File: src/rtl/uirq_pkg.sv
package uirq_pkg;
   typedef enum logic [1:0] {
      SRC_MODEM  = 2'd0,
      SRC_TXE    = 2'd1,
      SRC_RXDATA = 2'd2,
      SRC_LINE   = 2'd3
   } src_code_e;

   localparam int FCR_FIFO_BIT  = 0;
   localparam int FCR_RXFL_BIT  = 1;
   localparam int FCR_TXFL_BIT  = 2;
   localparam int FCR_UNIT_BIT  = 4;
   localparam int FCR_TRIG_LSB  = 6;

   localparam int EN_RX   = 0;
   localparam int EN_TXE  = 1;
   localparam int EN_LINE = 2;
   localparam int EN_MDM  = 3;
   localparam int EN_TMO  = 4;

   localparam int NUM_LATCH = 4;
   localparam int LT_LINE = 0;
   localparam int LT_MDM  = 1;
   localparam int LT_TMO  = 2;
   localparam int LT_TXE  = 3;
endpackage

File: src/rtl/uirq_fcr.sv
module uirq_fcr
   import uirq_pkg::*;
(
   input  logic       clk,
   input  logic       rst_n,
   input  logic       wr,
   input  logic [7:0] wdata,
   output logic [7:0] rdata,
   output logic       fifo_mode,
   output logic       unit_en,
   output logic [1:0] trig_sel,
   output logic       rx_flush,
   output logic       tx_flush
);
   localparam logic [7:0] FLUSH_MASK = (8'd1 << FCR_RXFL_BIT) | (8'd1 << FCR_TXFL_BIT);

   logic [7:0] ctl_q;
   logic       rxf_q, txf_q;

   always_ff @(posedge clk or negedge rst_n) begin
      if (!rst_n) begin
         ctl_q <= '0;
         rxf_q <= 1'b0;
         txf_q <= 1'b0;
      end else begin
         rxf_q <= wr & wdata[FCR_RXFL_BIT];
         txf_q <= wr & wdata[FCR_TXFL_BIT];
         if (wr) ctl_q <= wdata & ~FLUSH_MASK;
      end
   end

   assign rdata     = ctl_q;
   assign fifo_mode = ctl_q[FCR_FIFO_BIT];
   assign unit_en   = ctl_q[FCR_UNIT_BIT];
   assign trig_sel  = ctl_q[FCR_TRIG_LSB +: 2];
   assign rx_flush  = rxf_q;
   assign tx_flush  = txf_q;
endmodule

File: src/rtl/uirq_trigger.sv
module uirq_trigger #(
   parameter int LVL_W  = 5,
   parameter int TRIG_0 = 1,
   parameter int TRIG_1 = 4,
   parameter int TRIG_2 = 8,
   parameter int TRIG_3 = 15
) (
   input  logic [LVL_W-1:0] level,
   input  logic             fifo_mode,
   input  logic [1:0]       sel,
   output logic             reached
);
   localparam int LVL_MAX = (1 << LVL_W) - 1;

   generate
      if (LVL_W < 1)
         $error("uirq_trigger: LVL_W must be at least 1");
      if (TRIG_0 < 1 || TRIG_0 > LVL_MAX || TRIG_1 > LVL_MAX ||
          TRIG_2 > LVL_MAX || TRIG_3 > LVL_MAX)
         $error("uirq_trigger: trigger levels must fit in LVL_W bits");
   endgenerate

   localparam logic [LVL_W-1:0] T0 = LVL_W'(TRIG_0);
   localparam logic [LVL_W-1:0] T1 = LVL_W'(TRIG_1);
   localparam logic [LVL_W-1:0] T2 = LVL_W'(TRIG_2);
   localparam logic [LVL_W-1:0] T3 = LVL_W'(TRIG_3);
   localparam logic [LVL_W-1:0] ONE = LVL_W'(1);

   logic [LVL_W-1:0] thresh;

   always_comb begin
      if (!fifo_mode) begin
         thresh = ONE;
      end else begin
         unique case (sel)
            2'd0:    thresh = T0;
            2'd1:    thresh = T1;
            2'd2:    thresh = T2;
            default: thresh = T3;
         endcase
      end
   end

   assign reached = (level >= thresh);
endmodule

File: src/rtl/uirq_sticky.sv
module uirq_sticky (
   input  logic clk,
   input  logic rst_n,
   input  logic set,
   input  logic clr,
   output logic q
);
   always_ff @(posedge clk or negedge rst_n) begin
      if (!rst_n)   q <= 1'b0;
      else if (set) q <= 1'b1;
      else if (clr) q <= 1'b0;
   end
endmodule

File: src/rtl/uart_irq_ident.sv
module uart_irq_ident
   import uirq_pkg::*;
#(
   parameter int LVL_W  = 5,
   parameter int EVT_W  = 4,
   parameter int TRIG_0 = 1,
   parameter int TRIG_1 = 4,
   parameter int TRIG_2 = 8,
   parameter int TRIG_3 = 15
) (
   input  logic             clk,
   input  logic             rst_n,
   input  logic [4:0]       ier,
   input  logic             fcr_wr,
   input  logic [7:0]       fcr_wdata,
   output logic [7:0]       fcr_rdata,
   output logic             rx_flush,
   output logic             tx_flush,
   input  logic [LVL_W-1:0] rx_level,
   input  logic             rx_rd,
   input  logic             rx_timeout,
   input  logic             tx_empty,
   input  logic             tx_wr,
   input  logic [EVT_W-1:0] ls_evt,
   input  logic             lsr_rd,
   input  logic [EVT_W-1:0] ms_evt,
   input  logic             msr_rd,
   input  logic             isr_rd,
   output logic [7:0]       isr,
   output logic             irq
);
   generate
      if (EVT_W < 1)
         $error("uart_irq_ident: EVT_W must be at least 1");
   endgenerate

   logic       fifo_mode, unit_en;
   logic [1:0] trig_sel;
   logic       rx_reached;

   uirq_fcr u_fcr (
      .clk       (clk),
      .rst_n     (rst_n),
      .wr        (fcr_wr),
      .wdata     (fcr_wdata),
      .rdata     (fcr_rdata),
      .fifo_mode (fifo_mode),
      .unit_en   (unit_en),
      .trig_sel  (trig_sel),
      .rx_flush  (rx_flush),
      .tx_flush  (tx_flush)
   );

   uirq_trigger #(
      .LVL_W  (LVL_W),
      .TRIG_0 (TRIG_0),
      .TRIG_1 (TRIG_1),
      .TRIG_2 (TRIG_2),
      .TRIG_3 (TRIG_3)
   ) u_trig (
      .level     (rx_level),
      .fifo_mode (fifo_mode),
      .sel       (trig_sel),
      .reached   (rx_reached)
   );

   // edge history for transmit-empty detection
   logic txe_prev_q, txe_en_prev_q;
   always_ff @(posedge clk or negedge rst_n) begin
      if (!rst_n) begin
         txe_prev_q    <= 1'b0;
         txe_en_prev_q <= 1'b0;
      end else begin
         txe_prev_q    <= tx_empty;
         txe_en_prev_q <= ier[EN_TXE];
      end
   end

   logic            any_pend;
   src_code_e       code;
   logic [NUM_LATCH-1:0] lt_set, lt_clr, lt_q;

   always_comb begin
      lt_set          = '0;
      lt_clr          = '0;
      lt_set[LT_LINE] = |ls_evt;
      lt_clr[LT_LINE] = lsr_rd;
      lt_set[LT_MDM]  = |ms_evt;
      lt_clr[LT_MDM]  = msr_rd;
      lt_set[LT_TMO]  = rx_timeout;
      lt_clr[LT_TMO]  = rx_rd | rx_flush;
      lt_set[LT_TXE]  = (tx_empty & ~txe_prev_q) |
                        (tx_empty & ier[EN_TXE] & ~txe_en_prev_q);
      lt_clr[LT_TXE]  = tx_wr | (isr_rd & any_pend & (code == SRC_TXE));
   end

   genvar gi;
   generate
      for (gi = 0; gi < NUM_LATCH; gi++) begin : g_src
         uirq_sticky u_lt (
            .clk   (clk),
            .rst_n (rst_n),
            .set   (lt_set[gi]),
            .clr   (lt_clr[gi]),
            .q     (lt_q[gi])
         );
      end
   endgenerate

   logic p_line, p_rx, p_txe, p_mdm;
   assign p_line = ier[EN_LINE] & lt_q[LT_LINE];
   assign p_rx   = (ier[EN_RX] & rx_reached) | (ier[EN_TMO] & lt_q[LT_TMO]);
   assign p_txe  = ier[EN_TXE] & lt_q[LT_TXE];
   assign p_mdm  = ier[EN_MDM] & lt_q[LT_MDM];

   always_comb begin
      any_pend = p_line | p_rx | p_txe | p_mdm;
      if (p_line)     code = SRC_LINE;
      else if (p_rx)  code = SRC_RXDATA;
      else if (p_txe) code = SRC_TXE;
      else            code = SRC_MODEM;
   end

   assign isr = {{2{fifo_mode}}, 2'b00, 1'b0,
                 (any_pend ? code : SRC_MODEM), ~any_pend};
   assign irq = unit_en & any_pend;
endmodule

File: config.mk
export PLATFORM = sky130hd
export DESIGN_NAME = uart_irq_ident
export DESIGN_NICKNAME = d
export VERILOG_FILES = /design/src/rtl/uirq_pkg.sv /design/src/rtl/uirq_fcr.sv /design/src/rtl/uirq_trigger.sv /design/src/rtl/uirq_sticky.sv /design/src/rtl/uart_irq_ident.sv
export SDC_FILE = /design/constraint.sdc
export NUM_CORES = 1
export LEC_CHECK = 0
export BUFFER_PORTS_ARGS = -buffer_cell sky130_fd_sc_hd__buf_4
export CAP_MARGIN = 10
export CORE_ASPECT_RATIO = 0.75
export CORE_MARGIN = 10
export CORE_UTILIZATION = 40
export CTS_BUF_LIST = sky130_fd_sc_hd__clkbuf_4 sky130_fd_sc_hd__clkbuf_8
export DETAILED_ROUTE_END_ITERATION = 12
export GPL_ROUTABILITY_DRIVEN = 0
export GPL_TIMING_DRIVEN = 0
export PLACE_DENSITY = 0.75
export SYNTH_ARGS = -nofsm -noshare
export SYNTH_HDL_FRONTEND = slang
export SYNTH_SLANG_ARGS = --single-unit
export TNS_END_PERCENT = 1
File: constraint.sdc
create_clock -name clk -period 2.89 [get_ports clk]
set_clock_uncertainty 0.05 [all_clocks]
set_input_delay 0.4335 -clock clk [delete_from_list [all_inputs] [get_ports clk]]
set_output_delay 0.4335 -clock clk [all_outputs]
set_load 0.01 [all_outputs]
; Word-level counts from Yosys, hierarchy flattened
; Cells that the tools add are included.
[classes]
addsub = 0
mul = 0
div_mod_pow = 0
magnitude_cmp = 1
eq_ne = 3
n_shift = 0
n_mux = 14
n_bitwise = 23
reduce_logical = 7
[ops]
columns = operator, count
row1 = AND 1 bit, 13
row2 = one-hot mux 4 bit (3 select lines), 1
row3 = 2-to-1 mux 1 bit, 9
row4 = nonzero test 2 bit, 4
row5 = OR reduction 4 bit, 2
row6 = bitwise OR 1 bit, 7
row7 = 2-to-1 mux 2 bit, 3
row8 = greater-or-equal comparator 5 bit, 1
row9 = 2-to-1 mux 5 bit, 1
row10 = equality test 2 x 1 -> 1 bit (second input constant), 2
row11 = inverter 1 bit, 3
row12 = equality test 2 bit (second input constant), 1
row13 = zero test 2 bit, 1
[totals]
reg_bits = 14
latchBits = 0
ramBits = 0
mem_bits_ro = 0
in_bits = 36
out_inout_bits = 19
elab_cells = 57
mem_count = 0

; Longest topological paths before layout
; Gate-level depths: netlist of the first run.
[depth]
ltp_word = 14
mapped_depth = 8
ltp_nobuf = 8

; Hierarchy
; Synthesis of the first run repeated with hierarchy kept, for this count alone.
[hier_totals]
hier_cells = 77
hier_area_um2 = 863.3
[by_module_without_submodules]
columns = module, n_inst, cells_each, area_per_inst_um2, seq_area_each_um2
row1 = uirq_fcr, 1, 24, 365.4, 200.2
row2 = uart_irq_ident, 1, 21, 190.2, 50.0
row3 = uirq_trigger, 1, 20, 162.7, 0.0
row4 = uirq_sticky, 4, 3, 36.3, 25.0

; Least setup slack after synthesis of the first run
; No wires, ideal clock.
[synth_path]
path_type = flip-flop to output port
startpoint = register u_fcr.ctl_q[6], in the netlist u_fcr.rdata[6]
endpoint = output irq
arrival_ns = 1.883
t_required_ns = 2.407
slack_ns = 0.524
stages_incl_launch_ff = 9
path_buffers = 0
cell_sequence = dfrtp_1 inv_1 ha_1 nand2b_1 ha_1 nand2b_1 a32oi_2 nand3_2 o21a_1
[synth_between]
elab_chain_cells = 10
elab_cells_between_ends = 12
classes_between = order compare (1) / eq/ne (2) / mux (2) / bitwise (6) / reduce/logical (1)
[synth_rtl]
columns = element, line_no
row1 = "start, declared", uirq_fcr.sv:17  ; logic [7:0] ctl_q;
row2 = "start signal, assigned", uirq_fcr.sv:28  ; if (wr) ctl_q <= wdata & ~FLUSH_MASK;
row3 = equality test 2 bit (tied with other cells), uirq_trigger.sv:35  ; unique case (sel)
row4 = one-hot mux 4 bit (3 select lines) (*), uirq_trigger.sv:35
row5 = 2-to-1 mux 5 bit (*), uirq_trigger.sv:32  ; if (!fifo_mode) begin
row6 = greater-or-equal comparator 5 bit (*), uirq_trigger.sv:44  ; assign reached = (level >= thresh);
row7 = AND 1 bit (*), uart_irq_ident.sv:112  ; assign p_rx = (ier[EN_RX] & rx_reached) | (ier[EN_TMO] & lt_q[LT_TMO]);
row8 = bitwise OR 1 bit (*), uart_irq_ident.sv:112
row9 = bitwise OR 1 bit (*) (3 in a row), uart_irq_ident.sv:117  ; any_pend = p_line | p_rx | p_txe | p_mdm;
row10 = AND 1 bit (*), uart_irq_ident.sv:126  ; assign irq = unit_en & any_pend;
row11 = "end, declared", uart_irq_ident.sv:30  ; output logic irq
; Mark *: on every way between the ends. The rest lies on a longest branch, timed or not.

; Worst setup path in the final report of the first run
; Same ends and word-level chain as after synthesis.

==> results of run 1 <==
==> through the flow <==
step | cell area [sq um] | setup TNS [ps] | hold WS [ps] | utilization [%] | std cells
global route | 1250 | -11.4 | 193 | 70.1 | 155
finish | 1250 | 0 | 219 | 70.1 | 155
CTS | 1230 | 0 | 212 | 68.8 | 152
detailed placement | 1180 | 0 | 246 | 66.2 | 147
floorplan | 797 | 0 | 87.9 | - | 77
global placement | 1180 | 0 | 246 | 66.2 | 147
==> flip-flops by register name (all words and copies together) (netlist names) <==
register and count:
txe_en_prev_q 1, u_fcr.rdata 6, txe_prev_q 1, u_fcr.tx_flush 1, u_fcr.rx_flush 1, g_src.u_lt.q 4
==> layout make-up <==
| type | count | area, sq um |
|---|---|---|
| well taps | 22 | 27.5 |
| multi-input cells | 47 | 353 |
| fillers | 145 | 536 |
| clock buffers | 4 | 36.3 |
| flip-flops and latches | 14 | 350 |
| plain buffers | 10 | 71.3 |
| inverters | 6 | 22.5 |
| repair buffers | 52 | 393 |
==> cell families (layout without fill, tap and decap cells) <==
family | Yosys count | in the layout | synth area share, %
other | 1 | 5 | 0.480
AO/OA/AOI/OAI | 13 | 13 | 13.1
multiplexers | 5 | 5 | 7.20
buffers and inverters | 16 | 72 | 12.0
AND/OR/NAND/NOR | 18 | 18 | 12.8
flip-flops | 14 | 14 | 44.8
adder cells (fa/ha/maj) | 6 | 6 | 9.60
==> routing by layer <==
metal	track usage [%]	routed length (um)
met1	11.4	881
met2	18.4	1200
met3	6.20	232
met4	2.48	13
met5	0	0
==> power by group <==
part           internal, mW  switching [mW]  total, mW
clock                0.0766          0.0628      0.139
combinational        0.0941          0.0588      0.153
sequential            0.210          0.0131      0.223
total                 0.381           0.135      0.516
==> worst reg2reg max path, cell delays in order (launching register included) <==
cell and delay (ps):
dfrtp_1 390, inv_2 50, ha_1 280, nand2b_1 150, ha_1 260, nand2b_1 150, a32oi_2 220, nand3_2 160
a31o_1 240
==> what timing repair did <==
| item | CTS | global route |
|---|---|---|
| endpoints found under the hold margin | 14 | 0 |
| endpoints found under the setup margin | 0 | 2 |
| setup buffers | 0 | 3 |
| hold buffers | 1 | 0 |
| resized for setup | 0 | 2 |
==> cell usage in the layout, fill, tap and decap left out <==
master         synthesis  routed
and2_1                 2       2
o21ai_2                1       1
inv_1                  6       5
mux2_2                 5       5
clkbuf_8               0       1
nand2b_1               2       2
a22o_1                 1       1
and3_1                 1       1
inv_2                  0       1
dfrtp_1               14      14
a21o_1                 1       1
clkbuf_1               1       1
clkbuf_4               0       3
conb_1                 1       5
and4b_1                1       1
o21a_1                 1       1
nor2_1                 2       2
a32oi_2                1       1
a211o_2                1       1
a32o_1                 1       1
ha_1                   6       6
o21ai_0                5       4
nor4_1                 2       2
dlygate4sd3_1          0       1
o21ai_1                0       1
nand2_1                6       6
buf_4                  9      60
nand3_2                1       1
nand4_1                1       1
a31o_1                 1       1
==> how the worst min path moves through the flow <==
stage / endpoint
finish: txe_prev_q
CTS: txe_prev_q
global placement: g_src[0].u_lt.q
floorplan: g_src[0].u_lt.q
global route: txe_prev_q
detailed placement: g_src[0].u_lt.q
==> metrics.cfg, run 1 <==
[outcome]
status = complete, no violations

[route]
wl_mm = 2.32
antenna_left = 0
drt_pass1_iterations = 4
vias_per_cell = 4.68
drt_iter0_drc = 21
post-route-drc-count = 0
wire_per_inst_um = 15.0
vias = 725

[timing]
fin_crit_ps = 2750
setup_ws_ps = 138
finalCritPeriodShare_pct = 95.2
hold_violations = 0
maxSlewViolCount = 0
fmax_mhz = 363
finalSetupViolCount = 0

[grt]
track_usage_pct = 10.8
grt_pass1_vias = 806
grt_max_degree = 15
grt_antenna_before_repair = 0
grt-ovfl-total = 0
grt_pass1_wl_mm = 3.66

[cts]
numCtsBuffers = 3
clk_pin_slew_ps = 90
root_buffer = clkbuf_4
cts_tree = built
clk_path_buf_depth = 2
cts.sinks = 14
htreeDepth = 1
clkLatencyLatePin_ps = 280

[synthesis]
ys_seq_area_share_pct = 44.8
synth_edf_count = 0
synth.cell_area_sq_um = 782
synth_cell_types = 25
synth_largest_area_cell = dfrtp_1
synth_ff_type = dfrtp_1
yosysMostFrequentCell = dfrtp_1
synth.cells.most_frequent = 14 x dfrtp_1, 9 x buf_4, 6 x ha_1, 6 x inv_1, 6 x nand2_1
synth.top_cells.by_area = dfrtp_1 45%, ha_1 9.6%, buf_4 8.6%
ys_warn_count = 0
async_reset_ff_share_pct = 100
postSynthCellCount = 73
synth_area_per_cell_sq_um = 10.7
synth_top_cell_area_share_pct = 44.8
ys_seq_elements = 14

[critical_path]
crit_family = adder cells
timing.rr.end = g_src[3].u_lt.q
cpPeakStageDelay_ps = 390
critPathLaunch = u_fcr.rdata[6]
crit_fanout = 4
cpMaxStageDelayCell = dfrtp_1
endpoint = irq
endpoint_kind = output pin
worstPathRequired_ps = 2410
reg2reg_slack_ps = 830
path_depth = 9
crit_buf_inv = 2
start_kind = flip-flop
path_cells = inv_2 -> ha_1 -> nand2b_1 -> ha_1 -> nand2b_1 -> a32oi_2 -> nand3_2 -> o21a_1 -> buf_4
worstPathArrival_ps = 2270
ff2ff_path_depth = 8
rr_startpoint = u_fcr.rdata[6]
critPathKind = reg -> out

[power_and_ir_drop]
p_leak_nw = 0.672
totalPowerFinal_mw = 0.516
pwr_density_cell_nw_per_um2 = 411
ir_worst_vdd_uv = 367

[layout]
drive_gt1_share_pct = 55.6
n_antenna_cell = 0
nets = 176
areaGrowthSynthToFinish_pct = 60.3

[worst_hold_path]
holdCritStartpoint = tx_empty
hold_path.class = in -> reg
hold_depth = 1

[floorplan]
die_w_um = 71.1
fp.dieH_um = 58.3
start_util_pct = 43.7
die_area_sq_um = 4140
ios = 55
core-area_sq_um = 1790
fp-row-count = 13

[run]
cap_violations = 0

[placement]
dp_hpwl_mm = 1.92
place_worst_setup_slack_ps = 374
portBuffers = 48

(Power assumes the default switching activity.)
==> inputs of run 2 (changes only) <==
Settings changed: CORE_ASPECT_RATIO 0.75 to not set.
==> metrics.cfg, run 2 (same netlist as run 1, synthesis figures left out) <==
[critical_path]
worstPathRequired_ps = 2410  ; about the same
timing.rr.end = g_src[3].u_lt.q
crit_fanout = 4  ; unchanged
rr_startpoint = u_fcr.rdata[6]
ff2ff_path_depth = 8  ; unchanged
worstPathArrival_ps = 2270  ; about the same
start_kind = flip-flop
endpoint_kind = output pin
reg2reg_slack_ps = 840  ; about the same
critPathKind = reg -> out

[route]
wl_mm = 2.20  ; -5.5%
antenna_left = 0  ; unchanged
wire_per_inst_um = 13.9  ; -7.3%
vias = 707  ; -2.5%
drt_iter0_drc = 6  ; -71%
vias_per_cell = 4.47  ; -4.3%
post-route-drc-count = 0  ; unchanged
drt_pass1_iterations = 4  ; unchanged

[timing]
finalCritPeriodShare_pct = 95.2  ; about the same
rsz0062_at_grt = false
tns_ps = 0  ; unchanged
timing.hold.ws_ps = 221  ; +1.75 ps
hold_violations = 0  ; unchanged
finalSetupViolCount = 0  ; unchanged
maxSlewViolCount = 0  ; unchanged
fin_crit_ps = 2750  ; -0.0390 ps
setup_ws_ps = 138  ; +0.0390 ps
fmax_mhz = 363  ; about the same

[outcome]
status = complete, no violations

[power_and_ir_drop]
clkPwrFrac_pct = 26.9  ; about the same
pwr_density_cell_nw_per_um2 = 407  ; -1.1%
p_sw_share_pct = 25.6  ; -0.53 points
totalPowerFinal_mw = 0.511  ; -0.85%
ir_worst_vdd_uv = 447  ; +22%
comb_power_share_pct = 29.5  ; about the same
cell_internal_pwr_mw = 0.380  ; -0.13%
p_seq_share_pct = 43.6  ; +0.3 points
p_leak_nw = 0.673  ; +0.17%
switching_power_mw = 0.131  ; -2.9%

[floorplan]
ios = 55  ; unchanged
fp-row-count = 15  ; +2
fp.dieH_um = 64.2  ; +10%
die_w_um = 64.2  ; -9.6%
start_util_pct = 43.9  ; +0.15 points
core-area_sq_um = 1780  ; -0.35%
die_area_sq_um = 4120  ; -0.44%

[placement]
place_worst_setup_slack_ps = 383  ; +9.08 ps
place_area_sq_um = 1190  ; +0.32%
dp_hpwl_mm = 1.96  ; +2.1%
portBuffers = 48  ; unchanged

[layout]
design_area_sq_um = 1260  ; +0.30%
largest_reg_flops = 6  ; unchanged
regArea_sq_um = 350  ; unchanged
multi_input_area_sq_um = 353  ; unchanged
num-fill-cells = 148  ; +2.1%
nets = 176  ; unchanged
mostFrequentLayoutCells = 60 x buf_4, 14 x dfrtp_1, 6 x inv_1, 6 x nand2_1, 6 x ha_1
final_common_cell = buf_4
n_antenna_cell = 0  ; unchanged
drive_gt1_share_pct = 54.9  ; -0.75 points
areaGrowthSynthToFinish_pct = 60.8

[cts]
clk_path_buf_depth = 2  ; unchanged
clkLatencyLatePin_ps = 270  ; about the same
root_buffer = clkbuf_4
clk_pin_slew_ps = 80  ; about the same
numCtsBuffers = 3  ; unchanged
cts_tree = built
htreeDepth = 1  ; unchanged
cts.sinks = 14  ; unchanged

[run]
cap_violations = 0  ; unchanged

[worst_hold_path]
holdCritStartpoint = tx_empty
holdPathEnd = txe_prev_q
hold_depth = 1  ; unchanged
hold_path.class = in -> reg

[grt]
grt-ovfl-total = 0  ; unchanged
grt_antenna_before_repair = 0  ; unchanged
grt_max_degree = 15  ; unchanged
grt_pass1_wl_mm = 3.59  ; -1.7%
track_usage_pct = 10.8  ; about the same
grt_pass1_vias = 789  ; -2.1%

## run 2: cell types whose count changed in the layout (fill, tap and decap cells not counted)
cell,delta
inv_1,+1
o21ai_0,+1
inv_2,-1
o21ai_1,-1
## run 2: what timing repair did
action,4_1_cts,5_1_grt
buffers inserted,0,3
setup endpoints to repair,0,1
resized for setup,0,0
hold buffers,1,0
endpoints found under the hold margin,14,0
## run 2: power by group through the flow
stage | clock (mW) | combinational [mW] | sequential (mW)
final | 0.138 | 0.151 | 0.223
after global routing | 0.149 | 0.169 | 0.226
after CTS | 0.139 | 0.149 | 0.224
after detailed placement | 0 | 0.147 | 0.227
after global placement | 0 | 0.142 | 0.226
after floorplan | 0 | 0.0659 | 0.227
## run 2: how the worst max path moves through the flow
stage	start	end	slack, ps
after floorplan	u_fcr.rdata[6]	irq	520
after global placement	u_fcr.rdata[6]	irq	400
after detailed placement	u_fcr.rdata[6]	irq	380
after CTS	u_fcr.rdata[6]	irq	80
after global routing	u_fcr.rdata[6]	irq	8
final	u_fcr.rdata[6]	irq	140
## run 2: routing by layer
layer / track usage, % / part of all wire (%) / vias up
met5: 0 / 0 / -
met4: 3.21 / 0.50 / 0
met3: 5.23 / 11 / 2
met2: 20.8 / 55 / 29
met1: 9.67 / 34 / 318
li1: - / - / 358
## run 2: final cells by class
type                            count  area share, %
Inverter                            6           1.79
Multi-Input combinational cell     47           28.1
Buffer                             10           5.67
Timing Repair Buffer               52           31.2
Sequential cell                    14           27.9
Clock buffer                        4           2.89
Tap cell                           25           2.49
## run 2: worst max-delay path: stages, from the launching register on
cell and delay [ps]:
dfrtp_1 390, inv_1 70, ha_1 280, nand2b_1 140
ha_1 260, nand2b_1 160, a32oi_2 210, nand3_2 150
o21a_1 200, buf_4 140
## run 2: per-stage QoR
stage | std cells | util, %
CTS | 155 | 69.3
global route | 158 | 70.5
finish | 158 | 70.5
detailed placement | 150 | 66.7
global placement | 150 | 66.7
floorplan | 77 | -
